<file path="src/rtl/bfl_pkg.sv">
package bfl_pkg;

  localparam logic [15:0] CRC_POLY = 16'h1021;
  localparam logic [15:0] CRC_SEED = 16'hFFFF;

  typedef enum logic [1:0] {
    BODY_IDLE,
    BODY_DATA,
    BODY_TRL_HI,
    BODY_TRL_LO
  } body_state_t;

  function automatic logic [15:0] crc16_step(input logic [15:0] cur,
                                             input logic [7:0]  b);
    logic [15:0] r;
    r = cur;
    for (int i = 7; i >= 0; i--) begin
      if (r[15] ^ b[i]) r = {r[14:0], 1'b0} ^ CRC_POLY;
      else              r = {r[14:0], 1'b0};
    end
    return r;
  endfunction

endpackage

</file>
<file path="src/rtl/bfl_crc16.sv">
module bfl_crc16
  import bfl_pkg::*;
(
  input  logic        clk,
  input  logic        rst,
  input  logic        clr,
  input  logic        en,
  input  logic [7:0]  din,
  output logic [15:0] crc
);

  always_ff @(posedge clk) begin
    if (rst || clr) crc <= CRC_SEED;
    else if (en)    crc <= crc16_step(crc, din);
  end

endmodule

</file>
<file path="src/rtl/bfl_hdr.sv">
module bfl_hdr #(
  parameter int ADDR_W = 32,
  parameter int CNT_W  = 16
) (
  input  logic              clk,
  input  logic              rst,
  input  logic              act,
  input  logic [7:0]        din,
  output logic              good,
  output logic              bad,
  output logic [ADDR_W-1:0] addr,
  output logic [CNT_W-1:0]  cnt
);

  localparam int PAY_W     = ADDR_W + CNT_W;
  localparam int PAY_BYTES = PAY_W / 8;
  localparam int HDR_BYTES = PAY_BYTES + 2;
  localparam int IDX_W     = $clog2(HDR_BYTES);

  logic [IDX_W-1:0] idx;
  logic [PAY_W-1:0] sr;
  logic [7:0]       crc_hi;
  logic [15:0]      crc_q;
  logic             in_pay;
  logic             at_hi;
  logic             at_last;
  logic             match;

  assign in_pay  = idx < IDX_W'(PAY_BYTES);
  assign at_hi   = idx == IDX_W'(PAY_BYTES);
  assign at_last = idx == IDX_W'(HDR_BYTES - 1);
  assign match   = {crc_hi, din} == crc_q;

  bfl_crc16 u_crc (
    .clk (clk),
    .rst (rst),
    .clr (act && at_last),
    .en  (act && in_pay),
    .din (din),
    .crc (crc_q)
  );

  always_ff @(posedge clk) begin
    if (rst) begin
      idx    <= '0;
      sr     <= '0;
      crc_hi <= '0;
    end else if (act) begin
      if (in_pay) sr <= {sr[PAY_W-9:0], din};
      if (at_hi)  crc_hi <= din;
      idx <= at_last ? '0 : idx + 1'b1;
    end
  end

  assign good = act && at_last && match;
  assign bad  = act && at_last && !match;
  assign addr = sr[PAY_W-1:CNT_W];
  assign cnt  = sr[CNT_W-1:0];

endmodule

</file>
<file path="src/rtl/bfl_body.sv">
module bfl_body
  import bfl_pkg::*;
#(
  parameter int ADDR_W = 32,
  parameter int CNT_W  = 16
) (
  input  logic              clk,
  input  logic              rst,
  input  logic              start,
  input  logic [ADDR_W-1:0] start_addr,
  input  logic [CNT_W-1:0]  start_cnt,
  input  logic              act,
  input  logic [7:0]        din,
  output logic              busy,
  output logic              wr_en,
  output logic [ADDR_W-1:0] wr_addr,
  output logic [7:0]        wr_data,
  output logic              done,
  output logic              pass,
  output logic [ADDR_W-1:0] exec_addr
);

  body_state_t       st;
  logic [ADDR_W-1:0] ptr;
  logic [ADDR_W-1:0] base;
  logic [CNT_W-1:0]  remain;
  logic [7:0]        trl_hi;
  logic [15:0]       crc_q;

  bfl_crc16 u_crc (
    .clk (clk),
    .rst (rst),
    .clr (start),
    .en  (act && st == BODY_DATA),
    .din (din),
    .crc (crc_q)
  );

  always_ff @(posedge clk) begin
    if (rst) begin
      st        <= BODY_IDLE;
      ptr       <= '0;
      base      <= '0;
      remain    <= '0;
      trl_hi    <= '0;
      wr_en     <= 1'b0;
      wr_addr   <= '0;
      wr_data   <= '0;
      done      <= 1'b0;
      pass      <= 1'b0;
      exec_addr <= '0;
    end else begin
      wr_en <= 1'b0;
      done  <= 1'b0;
      if (start) begin
        ptr    <= start_addr;
        base   <= start_addr;
        remain <= start_cnt;
        st     <= (start_cnt == '0) ? BODY_TRL_HI : BODY_DATA;
      end else if (act) begin
        case (st)
          BODY_DATA: begin
            wr_en   <= 1'b1;
            wr_addr <= ptr;
            wr_data <= din;
            ptr     <= ptr + 1'b1;
            remain  <= remain - 1'b1;
            if (remain == CNT_W'(1)) st <= BODY_TRL_HI;
          end
          BODY_TRL_HI: begin
            trl_hi <= din;
            st     <= BODY_TRL_LO;
          end
          BODY_TRL_LO: begin
            done      <= 1'b1;
            pass      <= {trl_hi, din} == crc_q;
            exec_addr <= base;
            st        <= BODY_IDLE;
          end
          default: st <= BODY_IDLE;
        endcase
      end
    end
  end

  assign busy = st != BODY_IDLE;

endmodule

</file>
<file path="src/rtl/boot_frame_loader.sv">
module boot_frame_loader #(
  parameter int ADDR_W = 32,
  parameter int CNT_W  = 16
) (
  input  logic              clk,
  input  logic              rst,
  input  logic              in_valid,
  input  logic [7:0]        in_byte,
  output logic              wr_en,
  output logic [ADDR_W-1:0] wr_addr,
  output logic [7:0]        wr_data,
  output logic              done,
  output logic              pass,
  output logic [ADDR_W-1:0] exec_addr,
  output logic              hdr_err
);

  logic              busy;
  logic              hdr_good;
  logic              hdr_bad;
  logic [ADDR_W-1:0] hdr_addr;
  logic [CNT_W-1:0]  hdr_cnt;

  bfl_hdr #(.ADDR_W(ADDR_W), .CNT_W(CNT_W)) u_hdr (
    .clk  (clk),
    .rst  (rst),
    .act  (in_valid && !busy),
    .din  (in_byte),
    .good (hdr_good),
    .bad  (hdr_bad),
    .addr (hdr_addr),
    .cnt  (hdr_cnt)
  );

  bfl_body #(.ADDR_W(ADDR_W), .CNT_W(CNT_W)) u_body (
    .clk        (clk),
    .rst        (rst),
    .start      (hdr_good),
    .start_addr (hdr_addr),
    .start_cnt  (hdr_cnt),
    .act        (in_valid && busy),
    .din        (in_byte),
    .busy       (busy),
    .wr_en      (wr_en),
    .wr_addr    (wr_addr),
    .wr_data    (wr_data),
    .done       (done),
    .pass       (pass),
    .exec_addr  (exec_addr)
  );

  always_ff @(posedge clk) begin
    if (rst) hdr_err <= 1'b0;
    else     hdr_err <= hdr_bad;
  end

endmodule

</file>
<file path="config.mk">
export PLATFORM = sky130hd
export DESIGN_NAME = boot_frame_loader
export DESIGN_NICKNAME = d
export VERILOG_FILES = /design/src/rtl/bfl_pkg.sv /design/src/rtl/bfl_crc16.sv /design/src/rtl/bfl_hdr.sv /design/src/rtl/bfl_body.sv /design/src/rtl/boot_frame_loader.sv
export SDC_FILE = /design/constraint.sdc
export NUM_CORES = 1
export LEC_CHECK = 0
export BUFFER_PORTS_ARGS = -buffer_cell sky130_fd_sc_hd__buf_2
export CORE_ASPECT_RATIO = 1.4
export CORE_MARGIN = 4
export CORE_UTILIZATION = 50
export CTS_BUF_LIST = sky130_fd_sc_hd__clkbuf_8
export CTS_CLUSTER_SIZE = 25
export DETAILED_ROUTE_END_ITERATION = 10
export PLACE_DENSITY = 0.71
export SETUP_SLACK_MARGIN = 0.1
export SLEW_MARGIN = 10
export SYNTH_ARGS = -nofsm -noshare
export SYNTH_HDL_FRONTEND = slang
export SYNTH_HIERARCHICAL = 1
export SYNTH_SLANG_ARGS = --single-unit
</file>
<file path="constraint.sdc">
create_clock -name clk -period 3.2 [get_ports clk]
set_input_delay 0.32 -clock clk [delete_from_list [all_inputs] [get_ports clk]]
set_output_delay 0.32 -clock clk [all_outputs]
set_load 0.01 [all_outputs]
</file>
**Word level (Yosys, flattened, before mapping)**

Cells that the tools add are included.

- Flip-flop bits (word level): 257
- Bits of input ports: 11
- Output and inout port bits: 76
- Logic and storage cells: 145

- $add $sub $neg: 3
- Order comparisons: 1
- Equality and inequality tests: 9
- Multiplexer cells: 58
- Bitwise gates (word level): 34
- Reductions and logical operators: 23

Operator list:

| cell | number |
|---|---|
| $mux W16 | 31 |
| $mux W13 | 16 |
| $mux W32 | 3 |
| $not A3 Y3 | 16 |
| $add A32 B1 Y32 const B | 1 |
| $eq A16 B16 Y1 | 2 |
| $eq A16 B1 Y1 const B | 1 |
| $logic_not A16 Y1 | 1 |
| $sub A16 B1 Y16 const B | 1 |
| $xor A1 B1 Y1 | 16 |
| $reduce_and A3 Y1 | 3 |
| $mux W2 | 4 |
| $reduce_and A2 Y1 | 4 |
| $logic_and A1 B1 Y1 | 7 |
| $eq A3 B3 Y1 const B | 2 |
| $reduce_bool A2 Y1 | 3 |
| $eq A2 B2 Y1 const B | 2 |
| $pmux W2 S2 | 1 |
| $add A3 B1 Y3 const B | 1 |
| $lt A3 B3 Y1 const B | 1 |
| $mux W3 | 1 |
| $ne A3 B3 Y1 const B | 1 |
| $reduce_or A3 Y1 | 1 |
| $eq A2 B1 Y1 const B | 1 |
| other kinds (4) | 8 |

**Logic depth before layout (Yosys ltp)**

Gate-level depths: netlist (run 1).

- Word-level depth: 33
- Depth in mapped cells: 14

**Hierarchy**

Netlist (run 1), hierarchy kept.

By module, submodules not included:

| module | instances | cells an instance | area each (µm²) | seq. area each (µm²) |
|---|---|---|---|---|
| bfl_body | 1 | 875 | 7,188.1 | 3,303.2 |
| bfl_hdr | 1 | 277 | 2,311.0 | 1,181.1 |
| bfl_crc16 | 2 | 81 | 900.9 | 320.3 |
| boot_frame_loader | 1 | 4 | 42.5 | 20.0 |

**Least setup slack after synthesis (run 1)**

OpenSTA, ideal clock, no wires.

- Path type: reg-to-reg
- Start: reg u_body.st[0]
- End: reg u_body.base[10]
- Arrival time: 2.421 ns
- Required time: 3.072 ns
- Path slack: 0.652 ns
- Cell stages (with the launch flop): 13
- Clock period less this slack: 2.548 ns
- Cells stage by stage: dfxtp_1 -> inv_1 -> ha_1 -> inv_1 -> and2b_2 -> buf_4 -> nand2_1 -> nor2_1 -> clkbuf_1 -> clkbuf_1 -> buf_1 -> mux2i_1 -> nor2_1

- Cells in the longest elaborated chain, start to end: 5

Ends and longest elaborated chain:

| what | line | text |
|---|---|---|
| start: declaration | bfl_body.sv:23 | `body_state_t st;` |
| start signal: assignment | bfl_body.sv:59 | `st <= (start_cnt == '0) ? BODY_TRL_HI : BODY_DATA;` |
| $reduce_bool A2 Y1 | bfl_body.sv:86 | `assign busy = st != BODY_IDLE;` |
| net busy | boot_frame_loader.sv:18 | `logic busy;` |
| $logic_not A1 Y1 | boot_frame_loader.sv:27 | `.act (in_valid && !busy),` |
| $logic_and A1 B1 Y1 | boot_frame_loader.sv:27 |  |
| $logic_and A1 B1 Y1 (2 in series) | bfl_hdr.sv:55 | `assign good = act && at_last && match;` |
| net hdr_good | boot_frame_loader.sv:19 | `logic hdr_good;` |
| end signal: assignment | bfl_body.sv:57 | `base <= start_addr;` |
| end: declaration | bfl_body.sv:25 | `logic [ADDR_W-1:0] base;` |

The timed path passes the listed nets, and every way through them passes these cells.
A chain may end at the register's enable or synchronous reset.

**Final worst setup path (run 1)**

- Start: reg u_body.st[0]
- End: reg u_body.ptr[18]

- Cells in the longest elaborated chain, start to end: 7

Ends and longest elaborated chain:

| what | line | text |
|---|---|---|
| $reduce_bool A2 Y1 (*) | bfl_body.sv:86 |  |
| net busy | boot_frame_loader.sv:18 |  |
| $logic_not A1 Y1 | boot_frame_loader.sv:27 |  |
| $logic_and A1 B1 Y1 | boot_frame_loader.sv:27 |  |
| $logic_and A1 B1 Y1 (2 in series) | bfl_hdr.sv:55 |  |
| $reduce_bool A2 Y1 (no line) | - |  |
| $reduce_and A2 Y1 (no line) | - |  |
| end signal: assignment | bfl_body.sv:56 | `ptr <= start_addr;` |
| end signal: assignment | bfl_body.sv:66 | `ptr <= ptr + 1'b1;` |
| end: declaration | bfl_body.sv:24 | `logic [ADDR_W-1:0] ptr;` |

The timed path passes the listed nets; every way through them passes the cells marked *.

==> metrics.md, run 1 <==
| Metric | Value |
|---|---|
| Leading area contributor after synthesis | `dfxtp_1` |
| # diodes | `0` |
| Worst-Margin Slew | `1.22 ns` |
| Post-CTS setup buffer count | `0` |
| Cell variety after synth | `67` |
| R2r startpoint | `u_body/st[0]` |
| Finish-stage setup viols | `0` |
| First DRT Iteration DRCs | `772` |
| Worst stage delay on the critical path | `0.78 ns` |
| CP top delay family | `simple AND/OR/NAND/NOR gates` |
| Top cell type's share of synthesized area | `0.454` |
| Initial antenna violation count | `0` |
| Area Growth Syn to Fin | `12.5%` |
| Fin crit share | `0.910` |
| Rel. slew slack | `0.185` |
| Core area | `22100 µm²` |
| First-pass GRT wire length | `46700 µm` |
| Synthesized area | `11300 µm²` |
| Worst Path Arrival | `3.37 ns` |
| Horiz. Die Dim | `135 µm` |
| Final TNS setup | `0 ns` |
| Area of the die | `25200 µm²` |
| CTS max path bufs | `3` |
| Flop2flop setup slack | `0.29 ns` |
| Min-Delay Path Class | `primary input to register` |
| Tot GR Track Use | `0.228` |
| Clk slew on worst S/H paths | `0.06 ns` |
| Most common cell in the synthesized netlist | `nand2_1` |
| Largest net degree at the start of global routing | `110` |
| Leakage power total | `0.00493 µW` |
| Clock tree sinks | `257` |
| Synthesized flop and latch total | `257` |
| Hold Path Stages | `3` |
| Via Count | `9556` |
| Warnings from Yosys | `6` |
| Crit-path slowest cell | `or4_1` |
| Largest cells by area after synthesis | `dfxtp_1 (45%), nand2_1 (10%), a21oi_1 (6.6%)` |
| Unrepaired setup endpoints after global routing | `yes` |
| # DRC | `0` |
| Drt first pass iters | `5` |
| Starting Density | `0.513` |
| Reg2reg end | `u_body/ptr[18]` |
| Die Height | `186 µm` |
| Worst skew pair latency | `0.55 ns` |
| DRT Wirelength | `29000 µm` |
| GP Congestion | `0.912` |
| Layout cells sized above 1 | `0.136` |
| FP Rows | `64` |
| Via/cell ratio | `5.61` |
| Syn_nets | `1339` |
| Syn Area/Cell | `8.61 µm²` |
| CP Launch Type | `register` |
| Crit end category | `register` |
| Hold Violations, Final | `0` |
| Number of buffer and inverter stages on the critical path | `2` |
| Required @ worst endpoint | `3.66 ns` |
| Clk root buf | `clkbuf_8` |
| Fmax | `344 MHz` |
| Post-synth top cells | `nand2_1 (302), dfxtp_1 (257), a21oi_1 (150)` |
| I/O Pins | `87` |
| Worst-path cell chain | `inv_1 -> ha_1 -> inv_1 -> and2_2 -> nand2_2 -> or4_1 -> or4_1 -> a311oi_1` |
| Num CTS Buffers | `40` |
| CTS tree | `built` |
| Slew Viols, Final | `0` |
| Post-synth EDFFs | `0` |
| Startpoint of the worst hold path | `in_byte[6]` |
| Worst VDD drop | `0.000343 V` |
| Max cap viols | `0` |
| I/O Buffers | `86` |
| Synth Instances | `1318` |
| Asr flop ratio synth | `0` |
| # nets final | `1398` |
| Worst Skew | `0.0220 ns` |
| Hold slack | `0.171 ns` |
| Register area share after synthesis | `0.454` |
| Power Dens Cells | `520 nW/µm²` |
| Hold EP | `u_hdr/sr[6]` |
| Post-route minimum period | `2.91 ns` |
| Status | `completed` |
| Final antenna-violating net count | `0` |
| R2R depth | `8` |
| Routed WL per cell | `17.0 µm` |
| GRT overflow | `0` |
| Critical path peak fanout | `20` |
| Cts hold-fix bufs | `0` |
| Dominant synthesized flop cell | `dfxtp_1` |
| Vias in the first global route | `9296` |
| H-tree depth | `2` |
| WS Path Type | `register to register` |
| DP Wirelength | `19800 µm` |
==> cell type report <==
class,count,area [µm²]
Timing Repair Buffer,110,629
Fill cell,2018,9340
Clock buffer,49,674
Multi-Input combinational cell,952,5710
Inverter,16,60.1
Clock inverter,23,170
Sequential cell,257,5140
Tap cell,297,372
==> how the worst max path moves through the flow <==
| stage | start | end | slack, ns | cells after the start |
|---|---|---|---|---|
| after floorplan | u_body/st[0] | u_body/base[10] | 0.65 | 12 |
| after global placement | u_body/st[0] | u_body/ptr[18] | 0.42 | 8 |
| after detailed placement | u_body/st[0] | u_body/ptr[18] | 0.36 | 8 |
| after CTS | u_body/st[0] | u_body/ptr[18] | 0.35 | 8 |
| after global routing | u_body/st[0] | u_body/ptr[18] | 0.08 | 8 |
| final | u_body/st[0] | u_body/ptr[18] | 0.29 | 8 |
==> metrics by stage <==
stage | total power (µW) | instances | util | setup WS [ns] | instance area (µm²)
CTS | 6710 | 1704 | 0.577 | 0.347 | 12800
floorplan | 3750 | 1318 | - | 0.652 | 11300
detailed placement | 3860 | 1632 | 0.539 | 0.359 | 11900
global placement | 3860 | 1632 | 0.539 | 0.423 | 11900
global route | 6910 | 1704 | 0.577 | 0.0823 | 12800
finish | 6640 | 1704 | 0.577 | 0.289 | 12800
==> layout by cell type (no fill, tap or decap), types with 11 or more instances in the layout <==
cell type / count
nor2_1: 85
a21oi_1: 150
or3_1: 11
buf_4: 23
a311oi_1: 15
a211oi_1: 17
nor3_1: 16
or4_1: 13
o21ai_0: 23
nand3_1: 24
xnor3_1: 12
nand2_1: 302
nand4_1: 26
mux2i_1: 36
xnor2_1: 43
o211ai_1: 18
dfxtp_1: 257
nor4_1: 24
inv_1: 29
buf_2: 85
xor2_1: 28
clkbuf_8: 49
==> cell families (layout without fill, tap and decap cells) <==
kind of cell | count (synthesis) | count (layout) | share of synthesized area
AND/OR/NAND/NOR | 540 | 540 | 0.213
AO/OA/AOI/OAI | 268 | 268 | 0.142
flip-flops | 257 | 257 | 0.454
buffers and inverters | 109 | 198 | 0.0445
XOR/XNOR | 97 | 97 | 0.103
multiplexers | 37 | 37 | 0.0328
adder cells (fa/ha/maj) | 10 | 10 | 0.0110
==> worst reg2reg max path, stage by stage, from the launching register on <==
cell and delay, ns:
dfxtp_1 0.39, inv_1 0.09, ha_1 0.20, inv_1 0.06
and2_2 0.28, nand2_2 0.30, or4_1 0.78, or4_1 0.46
a311oi_1 0.27
==> timing repair <==
action / in CTS / in global routing
resized for setup: 0 / 1
setup endpoints to repair: 0 / 9
endpoints found under the hold margin: 0 / 0
==> routing by layer <==
| layer | vias up | share of wire | global-route usage |
|---|---|---|---|
| li1 | 4694 | - | - |
| met1 | 4504 | 0.38 | 0.251 |
| met2 | 264 | 0.52 | 0.413 |
| met3 | 94 | 0.041 | 0.0323 |
| met4 | 0 | 0.059 | 0.137 |
| met5 | - | 0 | 0 |
==> flip-flops by register name, indices dropped and copies added (netlist names) <==
name	cells
u_body/base	32
u_hdr/u_crc/crc	16
u_body/wr_addr	32
u_body/remain	16
u_body/st	2
u_body/ptr	32
hdr_err	1
u_body/u_crc/crc	16
u_body/wr_data	8
u_body/done	1
u_hdr/idx	3
u_body/trl_hi	8
u_hdr/sr	48
u_hdr/crc_hi	8
u_body/pass	1
u_body/exec_addr	32
u_body/wr_en	1
==> power breakdown <==
group | leakage [µW] | switching (µW) | internal (µW)
Combinational | 0.00236 | 239 | 242
Clock | 0.000491 | 1280 | 1560
Sequential | 0.00208 | 59.8 | 3250
Note: power is estimated with default switching activity, not from simulation.
==> run 2: changes to the inputs <==
clock period = 2.8 ns   (was 3.2 ns; I/O delays follow)
==> metrics.md, run 2 (same netlist as run 1, synthesis figures left out) <==
| Metric | Value |
|---|---|
| Critical path peak fanout | `15 (-25%)` |
| H-tree depth | `2 (unchanged)` |
| Worst VDD drop | `0.000469 V (+37%)` |
| # nets final | `1416 (+1.3%)` |
| DRT Wirelength | `29100 µm (+0.56%)` |
| NetSw | `1790 µW (+13%)` |
| # DRC | `0 (unchanged)` |
| Worst Skew | `0.0122 ns (-0.00974 ns)` |
| Vias in the first global route | `9464 (+1.8%)` |
| Clk pwr share | `0.419 (-0.010)` |
| Layout cells sized above 1 | `0.150 (+0.0132)` |
| CP startpoint | `u_hdr/u_crc/crc[12]` |
| Min-Delay Path Class | `primary input to register` |
| Worst Path Arrival | `3.08 ns (-0.29 ns)` |
| Num CTS Buffers | `41 (+2.5%)` |
| Rel. slew slack | `0.531 (+0.346)` |
| Clk slew on worst S/H paths | `0.06 ns (about the same)` |
| Power, Total | `7460 µW (+12%)` |
| Most frequent cells in the layout | `nand2_1 (302), dfxtp_1 (257), a21oi_1 (150)` |
| Final antenna-violating net count | `0 (unchanged)` |
| Finish-stage setup viols | `0 (unchanged)` |
| Crit-path slowest cell | `nor4_1` |
| Unrepaired setup endpoints after global routing | `no` |
| Post-route minimum period | `2.62 ns (-0.290 ns)` |
| Initial antenna violation count | `0 (unchanged)` |
| Crit end category | `register` |
| Clk root buf | `clkbuf_8` |
| Pint | `5670 µW (+12%)` |
| CTS max path bufs | `3 (unchanged)` |
| WS Path Type | `register to register` |
| Fillcell total | `2084 (+3.3%)` |
| Area of the die | `25200 µm² (unchanged)` |
| Core area | `22100 µm² (unchanged)` |
| Slew Viols, Final | `0 (unchanged)` |
| Power Dens Cells | `579 nW/µm² (+11%)` |
| Area Growth Syn to Fin | `13.7%` |
| Via Count | `9553 (-0.031%)` |
| Largest register FFs | `48 (unchanged)` |
| Required @ worst endpoint | `3.26 ns (-0.40 ns)` |
| # diodes | `0 (unchanged)` |
| FP Rows | `64 (unchanged)` |
| Worst-path cell chain | `xor2_1 -> nor4_1 -> nand4_1 -> nor2_4 -> nor2b_1 -> nand4_1 -> a2bb2oi_1 -> a21oi_1` |
| R2r startpoint | `u_hdr/u_crc/crc[12]` |
| Worst-Margin Slew | `0.704 ns (-0.519 ns)` |
| GRT overflow | `0 (unchanged)` |
| Largest net degree at the start of global routing | `74 (-33%)` |
| Sequential group share of total power | `0.508 (+0.009)` |
| Final Instance Count excl. Fillers | `1720 (+0.94%)` |
| Hold slack | `0.145 ns (-0.0263 ns)` |
| Clock tree sinks | `257 (unchanged)` |
| GP Congestion | `0.899 (-1.3%)` |
| Max cap viols | `0 (unchanged)` |
| Commonest non-fill, non-tap cell in the layout | `nand2_1` |
| DP Wirelength | `20300 µm (+2.5%)` |
| Cts hold-fix bufs | `0 (unchanged)` |
| Hold Violations, Final | `0 (unchanged)` |
| Drt first pass iters | `5 (unchanged)` |
| Logic gate share of total power | `0.073 (about the same)` |
| CTS tree | `built` |
| Routed WL per cell | `16.9 µm (-0.38%)` |
| Via/cell ratio | `5.55 (-0.96%)` |
| Startpoint of the worst hold path | `rst` |
| Starting Density | `0.513 (unchanged)` |
| Leakage power total | `0.00499 µW (+1.2%)` |
| CP Launch Type | `register` |
| Die Height | `186 µm (unchanged)` |
| Top reg by flops | `u_hdr/sr` |
| Worst skew pair latency | `0.54 ns (about the same)` |
| Horiz. Die Dim | `135 µm (unchanged)` |
| Status | `completed` |
| DP Cell Count | `1648 (+0.98%)` |
| Fin crit share | `0.936 (+0.0264)` |
| Cell repeated most along the worst path | `nand4_1` |
| I/O Buffers | `86 (unchanged)` |
| Final TNS setup | `0 ns (unchanged)` |
| First-pass GRT wire length | `47000 µm (+0.62%)` |
| Switching Fraction | `0.240 (+0.00167)` |
| Tot GR Track Use | `0.229 (+0.00108)` |
| I/O Pins | `87 (unchanged)` |
| First DRT Iteration DRCs | `582 (-25%)` |
| Worst stage delay on the critical path | `0.45 ns (-0.33 ns)` |
| Fmax | `382 MHz (+11%)` |
==> run 2: cell types whose count changed in the layout (fill, tap and decap cells not counted), moves of 2 or more <==
cell,change
clkinvlp_4,+2
inv_1,-4
bufinv_16,-2
inv_8,-2
inv_6,+2
buf_4,+13
clkbuf_8,+3
buf_12,+3
==> run 2: critical path: cells and delay by family (launching register included) <==
family,cells,cell delay (ns)
and+or+nand+nor,5,1.67
xor gates and xnor gates,1,0.15
DFF,1,0.35
AOI/OAI and AO/OA,2,0.37
==> run 2: path summary, 6_finish.rpt <==
kind	depth (start not counted)	slack [ns]	endpoint
max reg2reg	8	0.18	u_body/st[1]
min	2	0.14	u_hdr/crc_hi[4]
max	8	0.18	u_body/st[1]
min reg2reg	2	0.45	u_body/wr_addr[30]
==> run 2: routing by layer <==
metal | share of wire | GRT usage | vias up
li1 | - | - | 4712
met4 | 0.054 | 0.136 | 0
met1 | 0.38 | 0.249 | 4486
met3 | 0.040 | 0.0312 | 95
met5 | 0 | 0 | -
met2 | 0.53 | 0.422 | 260
==> run 2: through the flow <==
| step | instance area (µm²) | utilization | setup WS (ns) |
|---|---|---|---|
| floorplan | 11300 | - | 0.252 |
| global placement | 12100 | 0.546 | 0.290 |
| detailed placement | 12100 | 0.546 | 0.261 |
| CTS | 12900 | 0.583 | 0.223 |
| global route | 12900 | 0.583 | 0.101 |
| finish | 12900 | 0.583 | 0.179 |
==> run 2: final cells by class <==
| type | count | area, µm² | area share |
|---|---|---|---|
| Clock buffer | 52 | 716 | 0.0555 |
| Clock inverter | 19 | 93.8 | 0.00728 |
| Inverter | 16 | 60.1 | 0.00466 |
| Multi-Input combinational cell | 952 | 5710 | 0.443 |
| Sequential cell | 257 | 5140 | 0.399 |
| Tap cell | 297 | 372 | 0.0288 |
| Timing Repair Buffer | 127 | 798 | 0.0619 |
==> run 2: what timing repair did <==
action                     CTS  global route
gates resized for setup      0             2
hold endpoints to repair     0             0
buffers inserted             0             1
setup endpoints to repair    0             7
==> run 2: power groups by stage <==
stage / clock (µW) / sequential (µW) / combinational (µW)
after global routing: 3380 / 3790 / 598
after detailed placement: 0 / 3870 / 547
after CTS: 3220 / 3790 / 550
after global placement: 0 / 3860 / 544
final: 3130 / 3790 / 546
after floorplan: 0 / 3840 / 444
==> run 3: changes to the inputs <==
CORE_MARGIN = 3   (was 4)
RECOVER_POWER = 25   (was default)
==> metrics.md, run 3 (same netlist as run 1, synthesis figures left out) <==
| Metric | Value |
|---|---|
| Area of the die | `24600 µm² (-2.5%)` |
| Commonest non-fill, non-tap cell in the layout | `nand2_1` |
| # DRC | `0 (unchanged)` |
| Worst Path Arrival | `2.94 ns (-0.14 ns)` |
| Tot GR Track Use | `0.234 (+0.00522)` |
| Top reg by flops | `u_hdr/sr` |
| Critical path peak fanout | `35 (+20)` |
| GR met2 Demand/Resource | `0.440 (+0.0177)` |
| Met1 Usage GRT | `0.259 (+0.0102)` |
| Crit end category | `register` |
| DP Cell Count | `1645 (-0.18%)` |
| Rel. slew slack | `0.538 (+0.00693)` |
| Final TNS setup | `0 ns (unchanged)` |
| Routed WL per cell | `17.1 µm (+0.85%)` |
| Unrepaired setup endpoints after global routing | `no` |
| Worst stage delay on the critical path | `0.38 ns (-0.07 ns)` |
| Starting Density | `0.513 (unchanged)` |
| First-pass GRT wire length | `47300 µm (+0.62%)` |
| Final Instance Count excl. Fillers | `1710 (-0.58%)` |
| Leakage power total | `0.00458 µW (-8.1%)` |
| Sequential group share of total power | `0.520 (+0.012)` |
| Slew Viols, Final | `0 (unchanged)` |
| Via/cell ratio | `5.56 (about the same)` |
| Pint | `5510 µW (-2.9%)` |
| Number of buffer and inverter stages on the critical path | `5 (+5)` |
| Area Growth Syn to Fin | `11.5%` |
| Finish-stage setup viols | `0 (unchanged)` |
| M3 GR Usage | `0.0352 (+0.00401)` |
| Most frequent cells in the layout | `nand2_1 (302), dfxtp_1 (257), a21oi_1 (150)` |
| Drt first pass iters | `5 (unchanged)` |
| Max cap viols | `0 (unchanged)` |
| # nets final | `1410 (-0.42%)` |
| Num CTS Buffers | `39 (-4.9%)` |
| Worst skew pair latency | `0.54 ns (about the same)` |
| # diodes | `0 (unchanged)` |
| H-tree depth | `2 (unchanged)` |
| I/O Pins | `87 (unchanged)` |
| Fillcell total | `2101 (+0.82%)` |
| GRT busiest layer | `met2` |
| Vias in the first global route | `9423 (-0.43%)` |
| Clock tree sinks | `257 (unchanged)` |
| DRT Wirelength | `29200 µm (+0.26%)` |
| Cts hold-fix bufs | `0 (unchanged)` |
| Clk root buf | `clkbuf_8` |
| Worst-Margin Slew | `0.687 ns (-0.0167 ns)` |
| Worst Skew | `0.0159 ns (+0.00367 ns)` |
| Horiz. Die Dim | `133 µm (-1.5%)` |
| FP Rows | `64 (unchanged)` |
| WS Path Type | `register to register` |
| NetSw | `1770 µW (-1.1%)` |
| First DRT Iteration DRCs | `630 (+8.2%)` |
| Status | `completed` |
| CTS tree | `built` |
| Fmax | `398 MHz (+4.4%)` |
| Post-route minimum period | `2.51 ns (-0.111 ns)` |
| Switching Fraction | `0.243 (+0.00348)` |
| Logic gate share of total power | `0.074 (about the same)` |
| Final antenna-violating net count | `0 (unchanged)` |
| Largest register FFs | `48 (unchanged)` |
| Largest net degree at the start of global routing | `81 (+9.5%)` |
| DP Wirelength | `20200 µm (-0.39%)` |
| Layout cells sized above 1 | `0.0892 (-0.0605)` |
| Post-CTS setup buffer count | `0 (unchanged)` |
| Clk pwr share | `0.405 (-0.014)` |
| Die Height | `184 µm (-1.1%)` |
| Hold Violations, Final | `0 (unchanged)` |
| Min-Delay Path Class | `primary input to register` |
| GP Congestion | `0.891 (-0.95%)` |
| Power Dens Cells | `575 nW/µm² (-0.61%)` |
| Worst-path cell chain | `inv_1 -> ha_1 -> inv_1 -> and2b_1 -> nand2_1 -> nor2_4 -> buf_4 -> inv_2 -> buf_4 -> nor2_1 -> o311ai_0` |
| I/O Buffers | `86 (unchanged)` |
| Core area | `22100 µm² (unchanged)` |
| Clk slew on worst S/H paths | `0.07 ns (about the same)` |
| Initial antenna violation count | `0 (unchanged)` |
| Worst VDD drop | `0.000420 V (-11%)` |
| Required @ worst endpoint | `3.23 ns (-0.03 ns)` |
| CP Launch Type | `register` |
| GRT overflow | `0 (unchanged)` |
| Via Count | `9506 (-0.49%)` |
| Crit-path slowest cell | `dfxtp_1` |
| Fin crit share | `0.896 (-0.0398)` |
| CTS max path bufs | `3 (unchanged)` |
| CP top delay family | `buffers and inverters` |
run 3: changes by cell type in the layout (fill, tap and decap cells not counted), sizes merged:
cell,change
buf,-80
bufinv,+1
clkbuf,+67
clkinv,+2
clkinvlp,-1
inv,+1
run 3: worst register-to-register path: cells and delay by family (launching register included):
family,cells,cell delay [ns]
flops,1,0.38
simple gates,4,0.62
compound gates,1,0.33
fa+ha+maj,1,0.20
buf+inv,5,0.89
run 3: timing repair:
action	in CTS	in global routing
resized for setup	0	3
setup endpoints to repair	0	36
endpoints found under the hold margin	0	0
run 3: layout make-up:
class,instances,area (µm²),area share
clock buffer,43,592,0.0468
clock inverter,22,134,0.0106
inverter,16,63.8,0.00504
multi-input combinational,952,5700,0.451
sequential,257,5140,0.407
tap,297,372,0.0294
timing repair buffer,123,644,0.0509
run 3: final timing paths:
kind	start	end	slack, ns	depth (start not counted)
worst min-delay path	in_byte[0]	u_hdr/sr[0]	0.12	3
worst max-delay path	u_body/st[0]	u_body/remain[15]	0.29	11
worst min register to register	u_body/wr_data[2]	u_body/wr_data[2]	0.45	2
worst max register to register	u_body/st[0]	u_body/remain[15]	0.29	11
run 3: stage by stage:
step / power (µW) / utilization / setup slack (ns) / hold WS (ns) / area [µm²]
finish: 7280 / 0.573 / 0.291 / 0.121 / 12700
global route: 7580 / 0.573 / 0.108 / 0.115 / 12700
CTS: 7360 / 0.577 / 0.159 / 0.0961 / 12700
detailed placement: 4410 / 0.544 / 0.170 / 0.443 / 12000
global placement: 4400 / 0.544 / 0.267 / 0.437 / 12000
floorplan: 4290 / - / 0.252 / 0.352 / 11300
run 3: metal layers:
metal | share of wire | up-vias
met5 | 0 | -
met2 | 0.53 | 261
met4 | 0.039 | 0
met3 | 0.040 | 71
met1 | 0.39 | 4474
li1 | - | 4700
run 3: power groups by stage:
stage	Clock (µW)	Combinational, µW	Sequential, µW
finish	2950	541	3790
global route	3210	584	3790
CTS	3030	543	3790
detailed placement	0	541	3870
global placement	0	531	3870
floorplan	0	444	3840
